===== src/rtl/fa_pkg.sv =====
package fa_pkg;
    localparam int DW     = 8;
    localparam int OPW    = 5;
    localparam int IDXW   = $clog2(DW);
    localparam int F_S    = 7;
    localparam int F_Z    = 6;
    localparam int F_B5   = 5;
    localparam int F_H    = 4;
    localparam int F_B3   = 3;
    localparam int F_PV   = 2;
    localparam int F_N    = 1;
    localparam int F_C    = 0;

    typedef enum logic [OPW-1:0] {
        OP_ADD  = 5'd0,  OP_ADC  = 5'd1,  OP_SUB  = 5'd2,  OP_SBC  = 5'd3,
        OP_CP   = 5'd4,  OP_INC  = 5'd5,  OP_DEC  = 5'd6,  OP_NEG  = 5'd7,
        OP_AND  = 5'd8,  OP_OR   = 5'd9,  OP_XOR  = 5'd10, OP_RLC  = 5'd11,
        OP_RRC  = 5'd12, OP_RL   = 5'd13, OP_RR   = 5'd14, OP_SLA  = 5'd15,
        OP_SRA  = 5'd16, OP_SLL  = 5'd17, OP_SRL  = 5'd18, OP_RLCA = 5'd19,
        OP_RRCA = 5'd20, OP_RLA  = 5'd21, OP_RRA  = 5'd22, OP_BIT  = 5'd23,
        OP_DAA  = 5'd24
    } alu_op_e;

    typedef struct packed {
        logic [DW-1:0] res;
        logic [7:0]    flg;
    } alu_state_t;

    function automatic logic even_par(input logic [DW-1:0] v);
        return ~(^v);
    endfunction
endpackage


===== src/rtl/fa_arith.sv =====
module fa_arith
    import fa_pkg::*;
(
    input  logic [DW-1:0] x_i,
    input  logic [DW-1:0] y_i,
    input  logic          ci_i,
    input  logic          sub_i,
    output logic [DW-1:0] sum_o,
    output logic          half_o,
    output logic          carry_o,
    output logic          ovf_o
);
    localparam int HW = DW / 2;

    logic [DW-1:0] y_eff;
    logic          c_eff;
    logic [DW:0]   full;
    logic [HW:0]   low;

    always_comb begin
        y_eff   = sub_i ? ~y_i : y_i;
        c_eff   = sub_i ? ~ci_i : ci_i;
        full    = {1'b0, x_i} + {1'b0, y_eff} + {{DW{1'b0}}, c_eff};
        low     = {1'b0, x_i[HW-1:0]} + {1'b0, y_eff[HW-1:0]} + {{HW{1'b0}}, c_eff};
        sum_o   = full[DW-1:0];
        half_o  = sub_i ? ~low[HW] : low[HW];
        carry_o = sub_i ? ~full[DW] : full[DW];
        ovf_o   = (x_i[DW-1] == y_eff[DW-1]) && (full[DW-1] != x_i[DW-1]);
    end
endmodule


===== src/rtl/fa_shift.sv =====
module fa_shift
    import fa_pkg::*;
(
    input  alu_op_e       op_i,
    input  logic [DW-1:0] v_i,
    input  logic          cin_i,
    output logic [DW-1:0] r_o,
    output logic          cout_o
);
    always_comb begin
        r_o    = v_i;
        cout_o = cin_i;
        unique case (op_i)
            OP_RLC, OP_RLCA: begin r_o = {v_i[DW-2:0], v_i[DW-1]}; cout_o = v_i[DW-1]; end
            OP_RRC, OP_RRCA: begin r_o = {v_i[0], v_i[DW-1:1]};    cout_o = v_i[0];    end
            OP_RL,  OP_RLA:  begin r_o = {v_i[DW-2:0], cin_i};     cout_o = v_i[DW-1]; end
            OP_RR,  OP_RRA:  begin r_o = {cin_i, v_i[DW-1:1]};     cout_o = v_i[0];    end
            OP_SLA:          begin r_o = {v_i[DW-2:0], 1'b0};      cout_o = v_i[DW-1]; end
            OP_SLL:          begin r_o = {v_i[DW-2:0], 1'b1};      cout_o = v_i[DW-1]; end
            OP_SRA:          begin r_o = {v_i[DW-1], v_i[DW-1:1]}; cout_o = v_i[0];    end
            OP_SRL:          begin r_o = {1'b0, v_i[DW-1:1]};      cout_o = v_i[0];    end
            default: ;
        endcase
    end
endmodule


===== src/rtl/fa_daa.sv =====
module fa_daa
    import fa_pkg::*;
(
    input  logic [DW-1:0] a_i,
    input  logic          h_i,
    input  logic          n_i,
    input  logic          c_i,
    output logic [DW-1:0] r_o,
    output logic          h_o,
    output logic          c_o
);
    localparam int HW = DW / 2;
    localparam logic [HW-1:0] NIB_MAX = HW'(9);
    localparam logic [HW-1:0] NIB_FIX = HW'(6);
    localparam logic [DW-1:0] BYTE_MAX = {NIB_MAX, NIB_MAX};

    logic          lo_fix;
    logic          hi_fix;
    logic [DW-1:0] adj;

    always_comb begin
        lo_fix = h_i || (a_i[HW-1:0] > NIB_MAX);
        hi_fix = c_i || (a_i > BYTE_MAX);
        adj    = {hi_fix ? NIB_FIX : {HW{1'b0}}, lo_fix ? NIB_FIX : {HW{1'b0}}};
        r_o    = n_i ? (a_i - adj) : (a_i + adj);
        c_o    = hi_fix;
        h_o    = n_i ? (h_i && (a_i[HW-1:0] < NIB_FIX)) : (a_i[HW-1:0] > NIB_MAX);
    end
endmodule


===== src/rtl/flag_alu.sv =====
module flag_alu
    import fa_pkg::*;
(
    input  logic            clk,
    input  logic            rst_n,
    input  logic [OPW-1:0]  op_i,
    input  logic [DW-1:0]   acc_i,
    input  logic [DW-1:0]   opnd_i,
    input  logic [7:0]      flags_i,
    input  logic [IDXW-1:0] bit_sel_i,
    output logic [DW-1:0]   result_o,
    output logic [7:0]      flags_o
);
    alu_op_e       op;
    logic [DW-1:0] ax, ay, asum;
    logic          aci, asub, ah, ac, av;
    logic [DW-1:0] sh_in, sh_res;
    logic          sh_c;
    logic [DW-1:0] dj_res;
    logic          dj_h, dj_c;
    logic          tbit;
    alu_state_t    st_d, st_q;

    assign op = alu_op_e'(op_i);

    // Operand steering for the shared adder
    always_comb begin
        ax   = acc_i;
        ay   = opnd_i;
        aci  = 1'b0;
        asub = 1'b0;
        unique case (op)
            OP_ADC:         aci = flags_i[F_C];
            OP_SUB, OP_CP:  asub = 1'b1;
            OP_SBC:         begin asub = 1'b1; aci = flags_i[F_C]; end
            OP_INC:         begin ax = opnd_i; ay = DW'(1); end
            OP_DEC:         begin ax = opnd_i; ay = DW'(1); asub = 1'b1; end
            OP_NEG:         begin ax = '0; ay = acc_i; asub = 1'b1; end
            default: ;
        endcase
        sh_in = (op inside {OP_RLCA, OP_RRCA, OP_RLA, OP_RRA}) ? acc_i : opnd_i;
        tbit  = opnd_i[bit_sel_i];
    end

    fa_arith u_arith (
        .x_i(ax), .y_i(ay), .ci_i(aci), .sub_i(asub),
        .sum_o(asum), .half_o(ah), .carry_o(ac), .ovf_o(av)
    );

    fa_shift u_shift (
        .op_i(op), .v_i(sh_in), .cin_i(flags_i[F_C]),
        .r_o(sh_res), .cout_o(sh_c)
    );

    fa_daa u_daa (
        .a_i(acc_i), .h_i(flags_i[F_H]), .n_i(flags_i[F_N]), .c_i(flags_i[F_C]),
        .r_o(dj_res), .h_o(dj_h), .c_o(dj_c)
    );

    // Next result and flag byte
    always_comb begin
        st_d.res = acc_i;
        st_d.flg = flags_i;
        unique case (op)
            OP_ADD, OP_ADC, OP_SUB, OP_SBC, OP_NEG: begin
                st_d.res = asum;
                st_d.flg = {asum[7], asum == '0, asum[5], ah, asum[3], av, asub, ac};
            end
            OP_CP: begin
                st_d.res = acc_i;
                st_d.flg = {asum[7], asum == '0, opnd_i[5], ah, opnd_i[3], av, 1'b1, ac};
            end
            OP_INC, OP_DEC: begin
                st_d.res = asum;
                st_d.flg = {asum[7], asum == '0, asum[5], ah, asum[3], av, asub, flags_i[F_C]};
            end
            OP_AND, OP_OR, OP_XOR: begin
                if (op == OP_AND)
                    st_d.res = acc_i & opnd_i;
                else if (op == OP_OR)
                    st_d.res = acc_i | opnd_i;
                else
                    st_d.res = acc_i ^ opnd_i;
                st_d.flg = {st_d.res[7], st_d.res == '0, st_d.res[5], op == OP_AND,
                            st_d.res[3], even_par(st_d.res), 1'b0, 1'b0};
            end
            OP_RLC, OP_RRC, OP_RL, OP_RR, OP_SLA, OP_SRA, OP_SLL, OP_SRL: begin
                st_d.res = sh_res;
                st_d.flg = {sh_res[7], sh_res == '0, sh_res[5], 1'b0, sh_res[3],
                            even_par(sh_res), 1'b0, sh_c};
            end
            OP_RLCA, OP_RRCA, OP_RLA, OP_RRA: begin
                st_d.res = sh_res;
                st_d.flg = {flags_i[F_S], flags_i[F_Z], sh_res[5], 1'b0, sh_res[3],
                            flags_i[F_PV], 1'b0, sh_c};
            end
            OP_BIT: begin
                st_d.res = acc_i;
                st_d.flg = {tbit && (bit_sel_i == IDXW'(7)), ~tbit,
                            tbit && (bit_sel_i == IDXW'(5)), 1'b1,
                            tbit && (bit_sel_i == IDXW'(3)), ~tbit, 1'b0, flags_i[F_C]};
            end
            OP_DAA: begin
                st_d.res = dj_res;
                st_d.flg = {dj_res[7], dj_res == '0, dj_res[5], dj_h, dj_res[3],
                            even_par(dj_res), flags_i[F_N], dj_c};
            end
            default: ;
        endcase
    end

    always_ff @(posedge clk or negedge rst_n) begin
        if (!rst_n)
            st_q <= '0;
        else
            st_q <= st_d;
    end

    assign result_o = st_q.res;
    assign flags_o  = st_q.flg;
endmodule


===== config.mk =====
export PLATFORM = sky130hd
export DESIGN_NAME = flag_alu
export DESIGN_NICKNAME = d
export VERILOG_FILES = /design/src/rtl/fa_pkg.sv /design/src/rtl/fa_arith.sv /design/src/rtl/fa_shift.sv /design/src/rtl/fa_daa.sv /design/src/rtl/flag_alu.sv
export SDC_FILE = /design/constraint.sdc
export NUM_CORES = 1
export LEC_CHECK = 0
export ABC_AREA = 1
export CAP_MARGIN = 20
export CORE_MARGIN = 5
export CORE_UTILIZATION = 52
export CTS_BUF_LIST = sky130_fd_sc_hd__clkbuf_8 sky130_fd_sc_hd__clkbuf_16
export DETAILED_ROUTE_END_ITERATION = 10
export HOLD_SLACK_MARGIN = 0.02
export PLACE_DENSITY = 0.81
export SYNTH_ARGS = -nofsm -noshare
export SYNTH_HDL_FRONTEND = slang
export SYNTH_HIERARCHICAL = 1
export SYNTH_SLANG_ARGS = --single-unit

===== constraint.sdc =====
create_clock -name clk -period 0.8 [get_ports clk]
set_input_delay 0.12 -clock clk [delete_from_list [all_inputs] [get_ports clk]]
set_output_delay 0.12 -clock clk [all_outputs]
set_load 0.05 [all_outputs]

==> results.md, run 1 <==
- Status: aborted with a tool error
- Failing step: global routing
- Log Error: [ERROR GRT-0232] Routing congestion too high. Check the congestion heatmap in the GUI.
- Port buffer count: 49
- Post-Synth Simple-Gate Area: 48.2%
- Mean Syn Cell Area: around 6.3 µm²
- GRT Resource Usage Total: roughly nine tenths
- Yosys warnings: 6
- Post-synth EDFFs: 0
- Chip height: between 90 and 100 µm
- Largest net degree at the start of global routing: 18
- Root Buffer: clkbuf_8
- Die Span X: 96.4 µm
- Synth top cells by count: nand2_1 (180), inv_1 (81), nand3_1 (64)
- Syn Nets: about 690
- Synth area leaders: nand2_1 (17%), ha_1 (14%), dfrtp_1 (10%)
- Synth cell types: 41
- Initial Utilization: 53.5%
- # rows: 31
- H-tree depth: 1
- Synth Flop Type: dfrtp_1
- Compound-Gate Fraction of Synth Area: under 10%
- Netlist Area Pre-Place: a little under 4000 µm²
- GPL Wtd Cong: approximately 1
- Cells after Synth: 614
- Multiplexer share of the synthesized area: 0%
- Synth area leader: nand2_1
- Clock tree buffer depth: 2
- # IOs: 50
- Hold-fix buffers at CTS: 0
- DP Wirelength: 13700 µm
- Yosys reg bits: 16
- Seq/Total Area, Yosys: 10.3%
- Post-synth top area share: 17.4%
- Worst endpoint type: register input
- Clk sinks: 16
- Worst EP post-GRT repair: flags_o[2]$_DFF_PN0_/D
- Largest family of logic cells by synthesized area: simple AND/OR/NAND/NOR gates
- Most frequent cell after synthesis: nand2_1
- Xor/xnor share of the synthesized area: 6.09%
- CTS buffer count: 3
- Total gr overflow: 484
- Ys async rst share: 100%
- Dpl ws: -2.60 ns
- Synth Area in Adders: between 10% and 20%
## logic make-up after synthesis
kind of cell	count (synthesis)
flip-flops	16
AO/OA/AOI/OAI	55
AND/OR/NAND/NOR	366
XOR/XNOR	27
adder cells (fa/ha/maj)	46
buffers and inverters	104
## per-stage QoR
step / area, µm² / hold WS [ns] / instances / TNS, ns
CTS: 6650 / 0.204 / 956 / -24.89
detailed placement: 5940 / 0.472 / 910 / -36.87
global placement: 5940 / 0.469 / 910 / -34.66
floorplan: 4040 / -0.176 / 614 / -21.75
## what timing repair did
item	in CTS
gates resized for setup	143
cloned	2
pin swaps	59
setup endpoints to repair	32
setup buffers	42
## layer usage
layer	GRT usage, %	GRT overflow
met5	37.5	0
met4	101	125
met3	70.2	9
met2	113	344
met1	79.8	6
==> inputs of run 2 (changes only) <==
--- a/config.mk
+++ b/config.mk
@@ -8,11 +8,9 @@
 export ABC_AREA = 1
 export CAP_MARGIN = 20
 export CORE_MARGIN = 5
-export CORE_UTILIZATION = 52
-export CTS_BUF_LIST = sky130_fd_sc_hd__clkbuf_8 sky130_fd_sc_hd__clkbuf_16
+export CORE_UTILIZATION = 40
 export DETAILED_ROUTE_END_ITERATION = 10
-export HOLD_SLACK_MARGIN = 0.02
-export PLACE_DENSITY = 0.81
+export PLACE_DENSITY_LB_ADDON = 0.15
 export SYNTH_ARGS = -nofsm -noshare
 export SYNTH_HDL_FRONTEND = slang
 export SYNTH_HIERARCHICAL = 1
==> constraint.sdc (replaced) <==
create_clock -name clk -period 1.04 [get_ports clk]
set_input_delay 0.156 -clock clk [delete_from_list [all_inputs] [get_ports clk]]
set_output_delay 0.156 -clock clk [all_outputs]
set_load 0.05 [all_outputs]
==> run 2 against run 1 <==
The flow now finishes, with violations (setup timing). Synthesized cell count did not move. Synthesized area unchanged.
==> results.md, run 2 <==
- H-tree depth: 1 (unchanged)
- Final Hold Fails: 0
- Buf/Inv on CP: 17
- Die Span X: 108 µm (+13%)
- DP Wirelength: 13400 µm (-2.4%)
- Yosys warnings: 6 (unchanged)
- Seq/Total Area, Yosys: 10.3% (unchanged)
- Ys async rst share: 100% (unchanged)
- Relative slew margins: around 68%
- Final Critical Period: approximately 2.6 ns
- Multi-input gate area: ~3700 µm²
- Clk sinks: 16 (unchanged)
- FILL cells: about 740
- RSZ-0062 raised after global routing: yes
- Clock tree buffer depth: 2 (unchanged)
- Netlist Area Pre-Place: 3880 µm² (unchanged)
- Final instance area: 7140 µm²
- # rows: 36 (+16%)
- Area growth from synthesis to layout: 84.0%
- Synth top cells by count: nand2_1 (180), inv_1 (81), nand3_1 (64)
- DR WL/cell: 17.2 µm
- Port buffer count: 49 (unchanged)
- Hold Path Class: primary input to async pin
- Status: complete, but fails checks
- Cell Area, Placed: 6060 µm² (+1.9%)
- Setup TNS: -20.24 ns
- CTS buffer count: 3 (unchanged)
- CP Max Fanout: 2
- Cells after Synth: 614 (unchanged)
- CTS tree: done
- Critical path, cell by cell: buf_4 -> inv_4 -> nand2_4 -> nand3_2 -> nand2_2 -> nand2_2 -> nand2_2 -> buf_4 -> buf_4 -> buf_4 -> buf_4 -> buf_4 -> buf_4 -> buf_4 -> buf_4 -> buf_4 -> buf_4 -> buf_4 -> buf_4 -> buf_4 -> buf_4 -> buf_4 -> nand2_4 -> nand4_1
- Slack of the critical path: -1.55 ns
- Dpl ws: -2.33 ns (+0.271 ns)
- Final period util: 249%
- Mean Syn Cell Area: 6.32 µm² (unchanged)
- First-pass GRT wire length: 26000 µm
- GRT Resource Usage Total: 28.7%
- Final net count: approximately 950
- Detailed Routing Iterations Pass 1: 5
- DR iter-0 viols: about 240
- Synth area leaders: nand2_1 (17%), ha_1 (14%), dfrtp_1 (10%)
- WL final: 17200 µm
- # setup viols final: 16
- Synth cell types: 41 (unchanged)
- Critical path class: primary input to register
- Yosys reg bits: 16 (unchanged)
- Total gr overflow: 0
- Tot Pwr: approximately 7 mW
- Initial antenna violation count: 0
- # IOs: 50 (unchanged)
- Layout cell share with drive strength beyond 1: 49.4%
- Post-synth EDFFs: 0 (unchanged)
- WP data required: 1.15 ns
- P per Cell Area: 976 nW/µm²
- Chip height: 108 µm (+13%)
- Core area: 9590 µm²
- Critical Path Start Type: primary input
- Final Max Tran Viols: 0
- CP arrival: about 2.7 ns
- GPL Wtd Cong: 0.915 (-8.2%)
- Via density per instance: 5.12
- Seq. cell area: 400 µm²
- Root Buffer: clkbuf_8
- Most frequent cell after synthesis: nand2_1
- Maximum VDD drop: around 0.74 mV
- Failing checks: setup timing
- Synth area leader: nand2_1
- Post-synth top area share: 17.4% (unchanged)
- Nature of the critical path endpoint: register
- CP max stage cell: buf_4
- Commonest non-fill, non-tap cell in the layout: buf_4
- Die area: 11800 µm²
- Pleak: ~3.8 nW
- Vias after detailed routing: 5130
- Clk slew on worst S/H paths: 0.06 ns
- Family with the most delay on the worst path: buffers and inverters
- Max Cap Viol: 0
- Actual slew at the worst max-slew pin: approximately 0.48 ns
- Most used cell along the critical path: buf_4
- FMAX: 385 MHz
- Antenna Nets Post-Route: 0
- Syn Nets: 694 (unchanged)
- Most frequent cells in the layout: buf_4 (182), nand2_1 (141), inv_1 (70), nand3_1 (54), nand2_2 (44)
- Initial Utilization: 40.4% (-13 points)
- Synth Flop Type: dfrtp_1
- Slowest stage delay, CP: 0.14 ns
- # DRC: 0
- Largest net degree at the start of global routing: 17
- Vias in the first global route: 5101
- Ant. Diodes: 0
run 2: cell counts after synthesis:
Identical to the previous run, type by type.
run 2: cell families after synthesis:
group	synth area share, %
xor+xnor	6.09
flops	10.3
simple gates	48.2
buf+inv	11.2
fa+ha+maj	15.2
compound gates	8.90
run 2: metrics by stage:
stage	cells	util, %	hold WS, ns
6_report	1001	74.4	0.219
4_1_cts	995	70.3	0.232
5_1_grt	1001	74.4	0.248
3_3_place_gp	950	63.1	0.490
2_1_floorplan	614	-	-0.140
3_5_place_dp	950	63.1	0.501
run 2: routing by layer:
metal  up-vias  global-route usage [%]  share of wire (%)
met1      2371                    35.3                 41
met2       189                    49.2                 48
met5         -                       0                  0
met3        52                    3.58                5.6
li1       2518                       -                  -
met4         0                    14.2                5.6
run 2: area by class of cell:
| class | instances | area share [%] |
|---|---|---|
| sequential | 16 | 5.61 |
| multi-input combinational | 495 | 52.1 |
| inverter | 95 | 5.48 |
| clock buffer | 4 | 0.771 |
| timing repair buffer | 258 | 33.7 |
| tap | 133 | 2.33 |
run 2: path summary, 6_finish.rpt:
check	slack [ns]	to	depth (start not counted)	from
max	-1.55	flags_o[0]$_DFF_PN0_	24	acc_i[1]
min in group clk	0.33	result_o[1]$_DFF_PN0_	4	acc_i[1]
max in group asynchronous	0.64	result_o[1]$_DFF_PN0_	2	rst_n
min	0.22	flags_o[2]$_DFF_PN0_	2	rst_n
run 2: power by group:
group / internal (mW) / switching (mW) / leakage (nW) / total [mW]
combinational: 2.68 / 2.88 / 3.53 / 5.57
clock: 0.336 / 0.214 / 0.0288 / 0.550
sequential: 0.747 / 0.103 / 0.198 / 0.850
total: 3.76 / 3.20 / 3.75 / 6.97
run 2: timing repair:
action / 4_1_cts / 5_1_grt
pin swaps: 52 / 59
setup endpoints to repair: 16 / 16
gates cloned: 1 / 0
hold buffers: 0 / 0
buffers inserted: 41 / 10
gates resized for setup: 127 / 85
Power figures use the tool's default switching activity.
==> inputs of run 3 (changes only) <==
==> constraint.sdc (replaced) <==
create_clock -name clk -period 3.2 [get_ports clk]
set_input_delay 0.48 -clock clk [delete_from_list [all_inputs] [get_ports clk]]
set_output_delay 0.48 -clock clk [all_outputs]
set_load 0.05 [all_outputs]
==> run 3 against run 2 <==
The run now ends clean. Critical path type unchanged. Highest routed layer unchanged. Sequential power fell by 70%. Non-clock buffer count fell by 105. Clock-buffer cell count did not move. Largest power group unchanged. Cell count fell by 11%.
==> results.md, run 3 (synthesis gave the netlist of run 2 again) <==
- Final Critical Period: slightly above 3 ns
- DR WL/cell: 15.9 µm (-7.7%)
- Final net count: 843 (-11%)
- Core area: 9590 µm² (unchanged)
- CTS tree: done
- Pleak: 3.03 nW (-19%)
- Antenna Nets Post-Route: 0 (unchanged)
- M2 GR Usage: 40.8% (-8.3 points)
- Max Cap Viol: 0 (unchanged)
- Vias in the first global route: 4453 (-13%)
- Clk sinks: 16 (unchanged)
- # IOs: 50 (unchanged)
- Commonest non-fill, non-tap cell in the layout: nand2_1
- Met1 Track Usage GR: 32.1% (-3.2 points)
- Vias after detailed routing: 4496 (-12%)
- Clock tree buffer depth: 2 (unchanged)
- Via density per instance: 5.02 (-2.0%)
- Total gr overflow: 0 (unchanged)
- Family with the most delay on the worst path: simple AND/OR/NAND/NOR gates
- # DRC: 0 (unchanged)
- Ant. Diodes: 0 (unchanged)
- # rows: 36 (unchanged)
- Final non-filler cell total: 895 (-11%)
- CTS buffer count: 3 (unchanged)
- CP arrival: 3.20 ns (+0.50 ns)
- Status: finished clean
- Layout cell share with drive strength beyond 1: 28.0% (-21 points)
- Root Buffer: clkbuf_8
- P per Cell Area: 323 nW/µm² (-67%)
- DR iter-0 viols: 215 (-10%)
- Tot Pwr: 1.77 mW (-75%)
- Critical path class: primary input to register
- Nature of the critical path endpoint: register
- CP max stage cell: fa_2
- GRT busiest layer: met2
- Die area: 11800 µm² (unchanged)
- GRT Resource Usage Total: 24.6% (-4.1 points)
- Setup TNS: 0 ns (+20.24 ns)
- DP Wirelength: 12200 µm (-8.5%)
- Chip height: 108 µm (unchanged)
- Critical path, cell by cell: dlygate4sd2_1 -> nor2_2 -> nand3_1 -> a31oi_4 -> xor2_2 -> fa_2 -> fa_2 -> nand3_1 -> nand2_2 -> nand3_2 -> nand2_1 -> nand2_1 -> nand2_1 -> nor4_1 -> nand3_1 -> nand4_1
- Hold-fix buffers at CTS: 0 (unchanged)
- # setup viols final: 0 (-16)
- Dpl cells: 886 (-6.7%)
- Final Max Tran Viols: 0 (unchanged)
- Port buffer count: 49 (unchanged)
- Slowest stage delay, CP: 0.40 ns (+0.26 ns)
- Maximum VDD drop: 0.193 mV (-74%)
- Hold Path Class: primary input to async pin
- FILL cells: 962 (+30%)
- Initial antenna violation count: 0 (unchanged)
- Actual slew at the worst max-slew pin: 0.675 ns (+0.198 ns)
- Critical Path Start Type: primary input
- H-tree depth: 1 (unchanged)
- GPL Wtd Cong: 0.931 (+1.7%)
- Area growth from synthesis to layout: 41.0%
- Initial Utilization: 40.4% (unchanged)
- Largest net degree at the start of global routing: 18 (+1)
- Clk slew on worst S/H paths: 0.06 ns (about the same)
- Most frequent cells in the layout: nand2_1 (171), buf_4 (99), inv_1 (78), nand3_1 (61), ha_1 (41)
- WP data required: 3.38 ns (+2.23 ns)
- Buf/Inv on CP: 1 (-16)
- Detailed Routing Iterations Pass 1: 7 (+2)
- Met3 Use GR: 4.60% (+1.0 points)
- WL final: 14200 µm (-17%)
- Final Hold Fails: 0 (unchanged)
- Relative slew margins: 54.9% (-13 points)
- Final period util: between 90 and 100%
- Die Span X: 108 µm (unchanged)
- First-pass GRT wire length: 22500 µm (-13%)
- FMAX: 331 MHz
- CP Max Fanout: 5 (+3)
==> run 3: cell count changes in the layout (fill, tap and decap cells not counted), sizes merged <==
cell           before  now
clkdlybuf4s15       0    2
clkbuf              7    5
nand3              82   81
dlygate4sd2         5    2
clkdlybuf4s50      16   36
dlymetal6s2s        1    8
buf               233  104
==> run 3: cell type report <==
class                   count  area [µm²]  area share [%]
repair buffers            153        1320            24.1
clock buffers               4        55.1            1.01
well taps                 133         166            3.04
inverters                  95         362            6.61
flip-flops and latches     16         400            7.32
multi-input cells         494        3170            57.9
==> run 3: worst max-delay path by stage <==
| stage | end | startpoint | cells after the start | slack, ns |
|---|---|---|---|---|
| after floorplan | flags_o[6]$_DFF_PN0_ | op_i[3] | 18 | 0.05 |
| after global placement | flags_o[6]$_DFF_PN0_ | op_i[3] | 16 | -0.43 |
| after detailed placement | flags_o[6]$_DFF_PN0_ | op_i[3] | 16 | -0.54 |
| after CTS | flags_o[6]$_DFF_PN0_ | op_i[0] | 17 | -0.05 |
| after global routing | flags_o[2]$_DFF_PN0_ | acc_i[2] | 26 | -0.03 |
| final | flags_o[6]$_DFF_PN0_ | op_i[2] | 16 | 0.18 |
==> run 3: routing by layer <==
layer | routed length (µm) | vias up
met5 | 0 | -
met4 | 474 | 0
met3 | 990 | 30
met2 | 6460 | 152
met1 | 6280 | 2013
li1 | - | 2301
==> run 3: metrics by stage <==
| stage | hold slack, ns | area, µm² | util, % | worst slack (ns) |
|---|---|---|---|---|
| 6_report | 0.642 | 5470 | 57.0 | 0.176 |
| 5_1_grt | 0.711 | 5470 | 57.0 | -0.0279 |
| 4_1_cts | 0.668 | 5380 | 56.0 | -0.0453 |
| 3_5_place_dp | 0.930 | 5230 | 54.5 | -0.535 |
| 3_3_place_gp | 0.921 | 5230 | 54.5 | -0.430 |
| 2_1_floorplan | 0.184 | 3890 | - | 0.0540 |
==> run 3: power breakdown <==
part           leakage (nW)  internal, mW  switching [mW]  total, mW
combinational          2.80         0.574           0.767       1.34
clock                0.0288         0.109          0.0654      0.175
sequential            0.198         0.242          0.0103      0.252
total                  3.03         0.925           0.842       1.77
==> run 3: timing repair <==
| action | 4_1_cts | 5_1_grt |
|---|---|---|
| buffers inserted | 4 | 1 |
| endpoints found under the setup margin | 13 | 13 |
| pin swaps | 12 | 10 |
| gates resized for setup | 21 | 32 |
